[src/rtl/swc_pkg.sv]
// Package: shared parameters and code constants for the software condition unit.
// Assumes the dedicated flag codes sit directly above the software interrupt codes.
package swc_pkg;
    parameter int SWC_CODE_W  = 4;
    parameter int SWC_NUM_SWI = 8;
endpackage

[src/rtl/swc_sel_reg.sv]
// Module: swc_sel_reg
// Holds the condition select code. A write first lands in a staging register and
// only reaches the active code on the following edge, which gives the one-cycle
// write latency seen by tests.
// Assumes a synchronous active-low reset. The reset code is zero.
module swc_sel_reg #(
    parameter int CODE_W = 4
) (
    input  logic              clk,
    input  logic              rst_n,
    input  logic              wr_en,
    input  logic [CODE_W-1:0] wr_data,
    output logic [CODE_W-1:0] act_code
);
    logic [CODE_W-1:0] stage_q;
    logic              stage_vld_q;
    logic [CODE_W-1:0] act_q;

    // Capture a write into the staging register and mark it pending.
    always_ff @(posedge clk) begin
        if (!rst_n) begin
            stage_q     <= '0;
            stage_vld_q <= 1'b0;
        end else begin
            stage_vld_q <= wr_en;
            if (wr_en) begin
                stage_q <= wr_data;
            end
        end
    end

    // Move a pending staged code into the active code one edge later.
    always_ff @(posedge clk) begin
        if (!rst_n) begin
            act_q <= '0;
        end else if (stage_vld_q) begin
            act_q <= stage_q;
        end
    end

    assign act_code = act_q;
endmodule

[src/rtl/swc_src_mux.sv]
// Module: swc_src_mux
// Combinational source selection. It builds one condition per possible code:
// software interrupt hits first, then the ALU and shifter flags, then constant
// false for the reserved codes. It then indexes that vector with the active code.
// Assumes 2**CODE_W >= NUM_SWI + 2.
module swc_src_mux #(
    parameter int CODE_W  = 4,
    parameter int NUM_SWI = 8
) (
    input  logic [CODE_W-1:0]  code,
    input  logic               alu_sat,
    input  logic               shf_ovf,
    input  logic [NUM_SWI-1:0] irq_latch,
    input  logic [NUM_SWI-1:0] irq_mask,
    output logic               cond_raw
);
    localparam int NUM_CODES = 1 << CODE_W;

    logic [NUM_CODES-1:0] cond_vec;

    // One decode slot per code; the parameters choose the source of each slot.
    for (genvar c = 0; c < NUM_CODES; c++) begin : g_slot
        if (c < NUM_SWI) begin : g_swi
            assign cond_vec[c] = irq_latch[c] & irq_mask[c];
        end else if (c == NUM_SWI) begin : g_alu
            assign cond_vec[c] = alu_sat;
        end else if (c == NUM_SWI + 1) begin : g_shf
            assign cond_vec[c] = shf_ovf;
        end else begin : g_rsvd
            assign cond_vec[c] = 1'b0;
        end
    end

    // Pick the slot addressed by the active code.
    always_comb begin
        cond_raw = cond_vec[code];
    end
endmodule

[src/rtl/swc_test_unit.sv]
// Module: swc_test_unit
// Registers the result of a test strobe, inverted when requested. It raises a
// one-cycle valid pulse and holds the last result between tests.
// Assumes a synchronous active-low reset.
module swc_test_unit (
    input  logic clk,
    input  logic rst_n,
    input  logic test_en,
    input  logic test_inv,
    input  logic cond_raw,
    output logic cond_valid,
    output logic cond_out
);
    logic valid_q;
    logic res_q;

    // Produce the valid pulse and capture the polarity-adjusted result on a strobe.
    always_ff @(posedge clk) begin
        if (!rst_n) begin
            valid_q <= 1'b0;
            res_q   <= 1'b0;
        end else begin
            valid_q <= test_en;
            if (test_en) begin
                res_q <= cond_raw ^ test_inv;
            end
        end
    end

    assign cond_valid = valid_q;
    assign cond_out   = res_q;
endmodule

[src/rtl/swc_cond_unit.sv]
// Module: swc_cond_unit (top)
// Software condition unit: a select register with delayed write, a source
// multiplexer, and a registered true or inverted test.
// Assumes the status flags and interrupt vectors are synchronous to clk.
module swc_cond_unit #(
    parameter int CODE_W  = swc_pkg::SWC_CODE_W,
    parameter int NUM_SWI = swc_pkg::SWC_NUM_SWI
) (
    input  logic               clk,
    input  logic               rst_n,
    input  logic               sel_wr_en,
    input  logic [CODE_W-1:0]  sel_wr_data,
    input  logic               alu_sat,
    input  logic               shf_ovf,
    input  logic [NUM_SWI-1:0] irq_latch,
    input  logic [NUM_SWI-1:0] irq_mask,
    input  logic               test_en,
    input  logic               test_inv,
    output logic               cond_valid,
    output logic               cond_out
);
    logic [CODE_W-1:0] act_code;
    logic              cond_raw;

    swc_sel_reg #(.CODE_W(CODE_W)) u_sel (
        .clk      (clk),
        .rst_n    (rst_n),
        .wr_en    (sel_wr_en),
        .wr_data  (sel_wr_data),
        .act_code (act_code)
    );

    swc_src_mux #(.CODE_W(CODE_W), .NUM_SWI(NUM_SWI)) u_mux (
        .code      (act_code),
        .alu_sat   (alu_sat),
        .shf_ovf   (shf_ovf),
        .irq_latch (irq_latch),
        .irq_mask  (irq_mask),
        .cond_raw  (cond_raw)
    );

    swc_test_unit u_test (
        .clk        (clk),
        .rst_n      (rst_n),
        .test_en    (test_en),
        .test_inv   (test_inv),
        .cond_raw   (cond_raw),
        .cond_valid (cond_valid),
        .cond_out   (cond_out)
    );
endmodule

[config.mk]
export PLATFORM = sky130hd
export DESIGN_NAME = swc_cond_unit
export DESIGN_NICKNAME = d
export VERILOG_FILES = /design/src/rtl/swc_pkg.sv /design/src/rtl/swc_sel_reg.sv /design/src/rtl/swc_src_mux.sv /design/src/rtl/swc_test_unit.sv /design/src/rtl/swc_cond_unit.sv
export SDC_FILE = /design/constraint.sdc
export NUM_CORES = 1
export LEC_CHECK = 0
export ABC_AREA = 0
export BUFFER_PORTS_ARGS = -buffer_cell sky130_fd_sc_hd__buf_4
export CORE_AREA = 2 2 39 41
export DETAILED_ROUTE_END_ITERATION = 8
export DIE_AREA = 0 0 41 43
export GPL_TIMING_DRIVEN = 0
export PLACE_DENSITY = 0.74
export SLEW_MARGIN = 20
export SYNTH_ARGS = -nofsm -noshare
export SYNTH_HDL_FRONTEND = slang
export SYNTH_SLANG_ARGS = --single-unit
[constraint.sdc]
create_clock -name clk -period 2.95 [get_ports clk]
set_clock_uncertainty 0.15 [all_clocks]
set_input_delay 0.1475 -clock clk [delete_from_list [all_inputs] [get_ports clk]]
set_output_delay 0.1475 -clock clk [all_outputs]
set_load 0.05 [all_outputs]
==> metrics, run 1 <==
result of the run=finished, final reports clean; unrepaired setup endpoints after global routing=false; global-route wire length before repair=roughly 1800 µm; utilization of the core after routing=61.0%; hold path endpoint=u_sel.stage_vld_q; Skew-Pair Late Insertion Delay=0.27 ns; critical register-to-register path endpoint=u_test.cond_out; number of routed nets with antenna violations=0; kind of end point of the critical path=flop; Crit path depth=4; clock root buffer=clkbuf_4; post-synthesis sequential area ratio=between 40% and 50%; arrival time worst endpoint=between 1.5 and 2 ns; CP delay by family, top=multiplexers; crit path launch type=flop; delay of the slowest cell on the worst path=around 0.5 ns; Slew headroom=roughly 80%; total I/O pin count=29; logic depth of the worst register-to-register path=4; Synth area leader=dfxtp_1; most frequently used cell type in the post-synthesis netlist=dfxtp_1; worst vdd rail ir drop=around 0.00031 V; via count of the first global-routing pass=451; slew of the pin with the lowest slew margin=between 0.3 and 0.4 ns; Worst Hold Margin=roughly 0.11 ns; Post-Syn Nets=82; worst reg2reg path startpoint=u_sel.act_code[2]; initial detailed-routing violation count=11; ranking of synthesized cells by area=dfxtp_1, mux2i_1, nor2b_1, nand3b_1, a2111o_1; number of antenna violations at the first check in global routing=0; setup slack, reg-to-reg=approximately 1.3 ns; WL final=approximately 1200 µm; peak fanout along the critical path=3; setup_tns=0 ns; detailed-router iteration count before antenna repair=4; required arrival time at the worst endpoint=about 3.0 ns; final critical delay including setup and external delays=1.61 ns; gp weighted congestion=between 0.6 and 0.7; commonest cells in the netlist=dfxtp_1, mux2i_1, nor2b_1; post-DR wirelength/cell=between 10 and 15 µm; worst path bufs/invs=1; gate count of the mapped netlist=between 50 and 60; Die Ht=between 40 and 50 µm; fraction of post-synthesis cell area in the top cell type by area=40.4%; worst min path class=in2reg; GRT Total Usage=around 16%; Max Fclk=0.622 GHz; post-synthesis average cell area=approximately 10 µm²; number of clock sinks=11; clock-pin slew on the worst setup and hold paths=roughly 0.070 ns; final critical-path share of the clock period=between 50% and 60%; number of failing setup endpoints in the final timing report=0; hold violation total from the final report=0; Remaining Overflow, GRT=0; Crit Path Class=reg2reg; synthesized cell area=about 550 µm²; standard-cell rows=14; CTS resizes=0; DRC violations left=0; TritonCTS clock tree=built; share of post-route cells with drive strength above 1=37.4%; Via-to-Cell Ratio=roughly 4.9; Layout Area Growth over Synthesis=54.8%; number of max-cap violations=0; Unique masters post-synth=19; count of antenna diodes in the layout=0; number of cells traversed by the worst hold path=2; count of yosys warnings during synthesis=0; die outline width=just over 40 µm; power density normalized to cell area=just under 400 nW/µm²; Logic pwr share=19.9%; crit path max-delay cell type=mux4_2; net switching power figure=0.0000800 W; chain of cells forming the critical path=inv_2 -> mux4_2 -> o41a_1 -> o211ai_1; leakage power summed over all cells=about 0.36 nW; maximum number of pins on one net before global-route repair=11; internal power=0.000250 W; starting density of the core=around two fifths; hold path startpoint=sel_wr_en; Total Die Area=1760 µm²; share of synthesized registers carrying an async set or reset=0%; number of synthesized flops with an enable pin=0; sequential cell fraction of total power=48.5%; H-tree depth reported by CTS=1; count of state elements after synthesis=11; total number of nets in the final design=119; Clk network pwr share=a little under a third; prevailing post-synth register cell=dfxtp_1; CORE AREA=between 1000 and 1500 µm²; number of input and output port buffers inserted=27; total CTS buffers=3; detailed-route via count=520; maximum root-to-sink buffer count=2; DPL Wire Length=approximately 900 µm; switch share=between 20% and 30%; fin. max-slew vios=0
[power by group through the flow]
| stage | combinational [W] | clock [W] | sequential [W] |
|---|---|---|---|
| after detailed placement | 0.0000607 | 0 | 0.000163 |
| final | 0.0000658 | 0.000104 | 0.000160 |
| after global routing | 0.0000710 | 0.000115 | 0.000161 |
| after CTS | 0.0000662 | 0.000107 | 0.000160 |
| after global placement | 0.0000599 | 0 | 0.000163 |
| after floorplan | 0.0000224 | 0 | 0.000169 |
[per-layer routing]
metal,wire (µm),track usage (%),up-vias
met2,636,22.8,13
met3,57,9.95,4
met4,27,7.33,0
met1,488,16.8,233
li1,-,-,270
met5,0,0,-
[timing repair]
action | in CTS | in global routing
hold endpoints to repair | 5 | 0
hold buffers | 5 | 0
buffers inserted | 0 | 0
[area by class of cell]
type / count / area [µm²]
flip-flops and latches: 11 / 220
repair buffers: 32 / 253
plain buffers: 3 / 11.3
well taps: 16 / 20.0
fillers: 126 / 539
inverters: 2 / 7.51
multi-input cells: 39 / 307
clock buffers: 4 / 26.3
[cells by family after synthesis]
logic type | Yosys count | share of synthesized area, %
mux | 10 | 20.9
compound gates | 6 | 10.6
simple gates | 23 | 24.8
flops | 11 | 40.4
buf+inv | 5 | 3.44
[sequential cells by signal (all words and copies together) (netlist names)]
name	cells
u_test.cond_out	1
u_sel.stage_q	4
u_sel.act_code	4
u_test.cond_valid	1
u_sel.stage_vld_q	1
[stage by stage]
stage	total power (W)	setup WS [ns]	instances	cell area, µm²
floorplan	0.000192	1.41	55	546
global placement	0.000223	1.36	98	768
detailed placement	0.000224	1.35	98	768
CTS	0.000334	1.33	107	845
global route	0.000347	1.30	107	845
finish	0.000330	1.34	107	845
[worst max-delay path by stage]
stage | from | end | slack, ns
detailed placement | u_sel.act_code[2] | u_test.cond_out | 1.35
floorplan | u_sel.act_code[2] | u_test.cond_out | 1.41
global placement | u_sel.act_code[2] | u_test.cond_out | 1.36
CTS | u_sel.act_code[2] | u_test.cond_out | 1.33
finish | u_sel.act_code[2] | u_test.cond_out | 1.34
global route | u_sel.act_code[2] | u_test.cond_out | 1.30
[worst register-to-register path, delay by kind of cell (launching register included)]
family                 cells  cell delay [ns]
AO/OA/AOI/OAI              2             0.47
buffers and inverters      1             0.08
flip-flops                 1             0.33
multiplexers               1             0.51
[placed cells by master (no fill, tap or decap)]
cell            n
o211ai_1        1
o41a_1          1
a2111o_1        2
mux4_2          1
dfxtp_1        11
clkbuf_1        4
nor2b_1         8
and3_1          1
a31o_2          1
nand2_1         4
dlygate4sd3_1   5
inv_1           1
o31ai_1         1
inv_2           1
nand3_1         3
and2_1          2
clkbuf_4        3
nand4_1         1
mux2i_1         8
nand3b_1        4
mux2_2          1
buf_4          27
No activity file was read; power rests on OpenSTA's default activity.
==> inputs of run 2 (changes only) <==
Settings changed: CORE_AREA 2 2 39 41 to default, CORE_UTILIZATION from default to 38, DIE_AREA 0 0 41 43 to default, PLACE_DENSITY 0.74 to 0.72.
Clock period 2.95 ns to 1.3 ns, I/O delays scaled along.
==> metrics, run 2 (same netlist as run 1, synthesis figures left out) <==
count of antenna diodes in the layout=0 (unchanged); detailed-route via count=545 (+4.8%); TritonCTS clock tree=built; register cell area after layout=223 µm² (+1.1%); violations in the final reports=setup timing; Clk network pwr share=30.4% (-1.1 points); Layout Area Growth over Synthesis=59.2%; GRT Total Usage=18.8% (+3.2 points); worst min path class=in2reg; Die Ht=39.9 µm (-7.2%); die outline width=39.9 µm (-2.7%); logic depth of the worst register-to-register path=4 (unchanged); crit path launch type=flop; number of routed nets with antenna violations=0 (unchanged); sequential cell fraction of total power=48.9% (+0.4 points); result of the run=finished, violations left; total I/O pin count=29 (unchanged); final critical delay including setup and external delays=1.53 ns (-0.0813 ns); Via-to-Cell Ratio=5.00 (+2.9%); leakage power summed over all cells=0.375 nW (+4.1%); Logic pwr share=20.7% (+0.8 points); kind of end point of the critical path=flop; combined area of the multi-input logic cells=307 µm² (unchanged); H-tree depth reported by CTS=1 (unchanged); internal power=0.000570 W (+130%); slew of the pin with the lowest slew margin=0.311 ns (+0.00491 ns); initial detailed-routing violation count=4 (-7); total number of nets in the final design=122 (+2.5%); clock-pin slew on the worst setup and hold paths=0.06 ns (about the same); required arrival time at the worst endpoint=1.34 ns (-1.66 ns); chain of cells forming the critical path=inv_2 -> mux4_2 -> o41a_1 -> o211ai_1; delay of the slowest cell on the worst path=0.51 ns (about the same); final setup margin=-0.225 ns (-1.57 ns); Power, Total=0.000743 W (+130%); total CTS buffers=3 (unchanged); gp weighted congestion=0.713 (+9.8%); arrival time worst endpoint=1.57 ns (-0.08 ns); detailed-router iteration count before antenna repair=4 (unchanged); Max Fclk=0.656 GHz (+5.3%); maximum number of pins on one net before global-route repair=11 (unchanged); starting density of the core=41.4% (+2.0 points); number of failing setup endpoints in the final timing report=1 (+1); Skew-Pair Late Insertion Delay=0.26 ns (about the same); Remaining Overflow, GRT=0 (unchanged); net switching power figure=0.000173 W (+120%); utilization of the core after routing=65.9% (+4.9 points); WL final=1230 µm (+1.7%); clock root buffer=clkbuf_4; worst vdd rail ir drop=0.000431 V (+41%); crit path max-delay cell type=mux4_2; DRC violations left=0 (unchanged); global-route wire length before repair=1940 µm (+8.0%); commonest non-fill, non-tap cell in the layout=buf_4; Crit Path Class=reg2reg; CORE AREA=1320 µm² (-4.8%); setup_tns=-0.225 ns (-0.225 ns); final critical-path share of the clock period=117% (+63 points); unrepaired setup endpoints after global routing=true; standard-cell rows=13 (-1); via count of the first global-routing pass=491 (+8.9%); post-DR wirelength/cell=11.3 µm (-0.21%); Slew headroom=79.3% (-0.33 points); switch share=23.3% (-0.97 points); power density normalized to cell area=856 nW/µm² (+120%); number of cells traversed by the worst hold path=2 (unchanged); peak fanout along the critical path=2 (-1); maximum root-to-sink buffer count=2 (unchanged); Total Die Area=1590 µm² (-9.7%); hold violation total from the final report=0 (unchanged); number of antenna violations at the first check in global routing=0 (unchanged); fin. max-slew vios=0 (unchanged); number of max-cap violations=0 (unchanged); number of input and output port buffers inserted=27 (unchanged); commonest cells after routing, fill and taps aside=buf_4, dfxtp_1, mux2i_1, nor2b_1, dlygate4sd3_1; share of post-route cells with drive strength above 1=41.5% (+4.1 points); number of clock sinks=11 (unchanged); fill cell total of the finished layout=111 (-12%)
run 2: cell count changes in the layout (fill, tap and decap cells not counted):
| cell | previous run | this run |
|---|---|---|
| dfxtp_2 | 0 | 2 |
| dfxtp_1 | 11 | 9 |
| buf_4 | 27 | 30 |
run 2: worst paths after layout:
check                    start                end  slack [ns]
max          u_sel.act_code[2]    u_test.cond_out       -0.23
min                  sel_wr_en  u_sel.stage_vld_q        0.03
max reg2reg  u_sel.act_code[2]    u_test.cond_out       -0.23
min reg2reg   u_sel.stage_q[3]  u_sel.act_code[3]        0.36
run 2: stage by stage:
step / hold WS [ns] / cells / area, µm² / setup WS [ns]
4_1_cts: 0.0139 / 107 / 853 / -0.245
2_1_floorplan: 0.0367 / 55 / 547 / -0.170
3_3_place_gp: 0.144 / 97 / 768 / -0.214
6_report: 0.0259 / 109 / 868 / -0.225
5_1_grt: 0.0189 / 109 / 868 / -0.268
3_5_place_dp: 0.144 / 97 / 768 / -0.246
run 2: timing repair:
action	in CTS	in global routing
endpoints found under the hold margin	5	0
gates resized for setup	1	0
hold buffers	5	0
buffers inserted	1	2
setup endpoints to repair	1	1
pin swaps	0	0
run 2: power by group through the flow:
stage	Combinational, W	Sequential [W]	Clock, W
floorplan	0.0000508	0.000384	0
global placement	0.000135	0.000371	0
detailed placement	0.000138	0.000371	0
CTS	0.000151	0.000364	0.000239
global route	0.000166	0.000365	0.000256
finish	0.000154	0.000364	0.000226
run 2: layout make-up:
cell class	count	share of cell area, %
plain buffers	3	1.30
clock buffers	4	3.03
inverters	2	0.865
multi-input cells	39	35.3
flip-flops and latches	11	25.6
well taps	15	2.16
repair buffers	35	31.7
run 2: worst max-delay path, delay by kind of cell, from the launching register on:
kind / cells / cell delay [ns]
compound gates: 2 / 0.40
buf+inv: 1 / 0.07
mux: 1 / 0.51
flops: 1 / 0.32
run 2: routing by layer:
layer  routed length (µm)  share of wire, %  track usage (%)  up-vias
met4                   13               1.1             4.31        0
met1                  546                44             19.8      249
met5                    0                 0                0        -
met3                   85               6.9             11.9        2
li1                     -                 -                -      277
met2                  585                48             30.6       17
==> inputs of run 3 (changes only) <==
--- a/constraint.sdc
+++ b/constraint.sdc
@@ -4,2 +4,2 @@
 set_output_delay 0.065 -clock clk [all_outputs]
-set_load 0.05 [all_outputs]
+set_load 0.1 [all_outputs]
==> metrics, run 3 (same netlist as run 1, synthesis figures left out) <==
result of the run=finished, violations left; violations in the final reports=setup timing; Logic pwr share=22.3% (+1.6 points); detailed-router iteration count before antenna repair=4 (unchanged); via count of the first global-routing pass=505 (+2.9%); die outline width=39.9 µm (unchanged); placed cell area=769 µm² (+0.16%); Finished Layout Cells=109 (unchanged); post-DR wirelength/cell=11.4 µm (+0.65%); Die Ht=39.9 µm (unchanged); Skew-Pair Late Insertion Delay=0.27 ns (about the same); H-tree depth reported by CTS=1 (unchanged); total number of nets in the final design=122 (unchanged); net switching power figure=0.000194 W (+12%); total I/O pin count=29 (unchanged); TritonCTS clock tree=built; slew of the pin with the lowest slew margin=0.310 ns (-0.0000876 ns); Slew headroom=79.3% (about the same); power density normalized to cell area=875 nW/µm² (+2.2%); sequential cell fraction of total power=47.6% (-1.3 points); number of failing setup endpoints in the final timing report=1 (unchanged); utilization of the core after routing=66.2% (+0.28 points); unrepaired setup endpoints after global routing=true; Crit Path Class=reg2reg; commonest cells after routing, fill and taps aside=buf_4, mux2i_1, nor2b_1, dfxtp_1, dlygate4sd3_1; global-route wire length before repair=1950 µm (+0.72%); share of post-route cells with drive strength above 1=42.6% (+1.1 points); clock root buffer=clkbuf_4; maximum number of pins on one net before global-route repair=11 (unchanged); DRC violations left=0 (unchanged); worst vdd rail ir drop=0.000439 V (+1.9%); arrival time worst endpoint=1.56 ns (about the same); number of routed nets with antenna violations=0 (unchanged); setup slack, reg-to-reg=-0.22 ns (about the same); Max Fclk=0.657 GHz (+0.21%); detailed-route via count=544 (-0.18%); logic depth of the worst register-to-register path=4 (unchanged); internal power=0.000569 W (-0.18%); chain of cells forming the critical path=inv_2 -> mux4_2 -> o41a_1 -> o211ai_1; peak fanout along the critical path=2 (unchanged); Total Die Area=1590 µm² (unchanged); crit path max-delay cell type=mux4_2; CORE AREA=1320 µm² (unchanged); leakage power summed over all cells=0.376 nW (+0.17%); WL final=1240 µm (+0.65%); final critical-path share of the clock period=117% (-0.24 points); Via-to-Cell Ratio=4.99 (-0.18%); Clk network pwr share=30.1% (-0.3 points); DPL Wire Length=slightly below 900 µm; Remaining Overflow, GRT=0 (unchanged); number of cells traversed by the worst hold path=4 (+2); Layout Area Growth over Synthesis=59.9%; worst reg2reg path startpoint=u_sel.act_code[2]; switch share=25.4% (+2.1 points); crit path launch type=flop; kind of end point of the critical path=flop; fin. max-slew vios=0 (unchanged); delay of the slowest cell on the worst path=0.51 ns (about the same); cell total after placement=97 (unchanged); number of max-cap violations=0 (unchanged); final setup margin=-0.222 ns (+0.00314 ns); area of all placed cells without fillers=872 µm² (+0.43%); number of antenna violations at the first check in global routing=0 (unchanged); hold violation total from the final report=0 (unchanged); final critical delay including setup and external delays=1.52 ns (-0.00314 ns); hold path endpoint=u_test.cond_out; hold path startpoint=rst_n; count of antenna diodes in the layout=0 (unchanged); Worst Hold Margin=0.0169 ns (-0.00898 ns); required arrival time at the worst endpoint=1.34 ns (about the same); number of input and output port buffers inserted=27 (unchanged); total CTS buffers=3 (unchanged); starting density of the core=41.4% (unchanged); worst min path class=in2reg; GRT Total Usage=18.8% (about the same); number of clock sinks=11 (unchanged); setup_tns=-0.222 ns (+0.00314 ns); standard-cell rows=13 (unchanged); maximum root-to-sink buffer count=2 (unchanged); critical register-to-register path endpoint=u_test.cond_out; commonest non-fill, non-tap cell in the layout=buf_4; gp weighted congestion=0.721 (+1.1%); clock-pin slew on the worst setup and hold paths=0.07 ns (about the same); initial detailed-routing violation count=11 (+7)
[run 3: cell counts in the layout (fill, tap and decap cells not counted)]
Identical to the previous run, type by type.
[run 3: worst max path at each step]
stage / endpoint / slack [ns] / from / cells past startpoint
after floorplan: u_test.cond_out / -0.18 / u_sel.act_code[2] / 4
after global placement: u_test.cond_out / -0.23 / u_sel.act_code[0] / 4
after detailed placement: u_test.cond_out / -0.22 / u_sel.act_code[2] / 4
after CTS: u_test.cond_out / -0.22 / u_sel.act_code[2] / 4
after global routing: u_test.cond_out / -0.26 / u_sel.act_code[2] / 4
final: u_test.cond_out / -0.22 / u_sel.act_code[2] / 4
[run 3: critical path, delay by kind of cell (launching register included)]
kind / cells / cell delay (ns)
mux: 1 / 0.51
flops: 1 / 0.33
compound gates: 2 / 0.38
buf+inv: 1 / 0.07
[run 3: per-stage QoR]
step           total power (W)  worst slack (ns)
6_report              0.000763            -0.222
5_1_grt               0.000812            -0.259
4_1_cts               0.000772            -0.218
3_5_place_dp          0.000527            -0.224
3_3_place_gp          0.000524            -0.230
2_1_floorplan         0.000452            -0.176
[run 3: routing by layer]
layer / up-vias / GRT usage [%] / share of wire [%]
li1: 276 / - / -
met1: 249 / 21.8 / 44
met2: 19 / 30.2 / 50
met3: 0 / 10.8 / 5.7
met4: 0 / 1.72 / 0
met5: - / 0 / 0
[run 3: power by group through the flow]
stage	clock, W	sequential [W]	combinational, W
after floorplan	0	0.000401	0.0000508
after global placement	0	0.000372	0.000152
after detailed placement	0	0.000372	0.000155
after CTS	0.000238	0.000365	0.000169
after global routing	0.000263	0.000365	0.000184
final	0.000229	0.000363	0.000170
[run 3: repair_timing]
action / 4_1_cts / 5_1_grt
endpoints found under the hold margin: 5 / 0
hold buffers: 5 / 0
pin swaps: 0 / 1
endpoints found under the setup margin: 1 / 1
setup buffers: 2 / 1
gates resized for setup: 1 / 1
[run 3: cell type report]
cell class                 count  area (µm²)
timing repair buffer          35         275
tap                           15        18.8
multi-input combinational     39         307
sequential                    11         226
inverter                       2        7.51
fill                         125         445
clock buffer                   4        26.3
buffer                         3        11.3
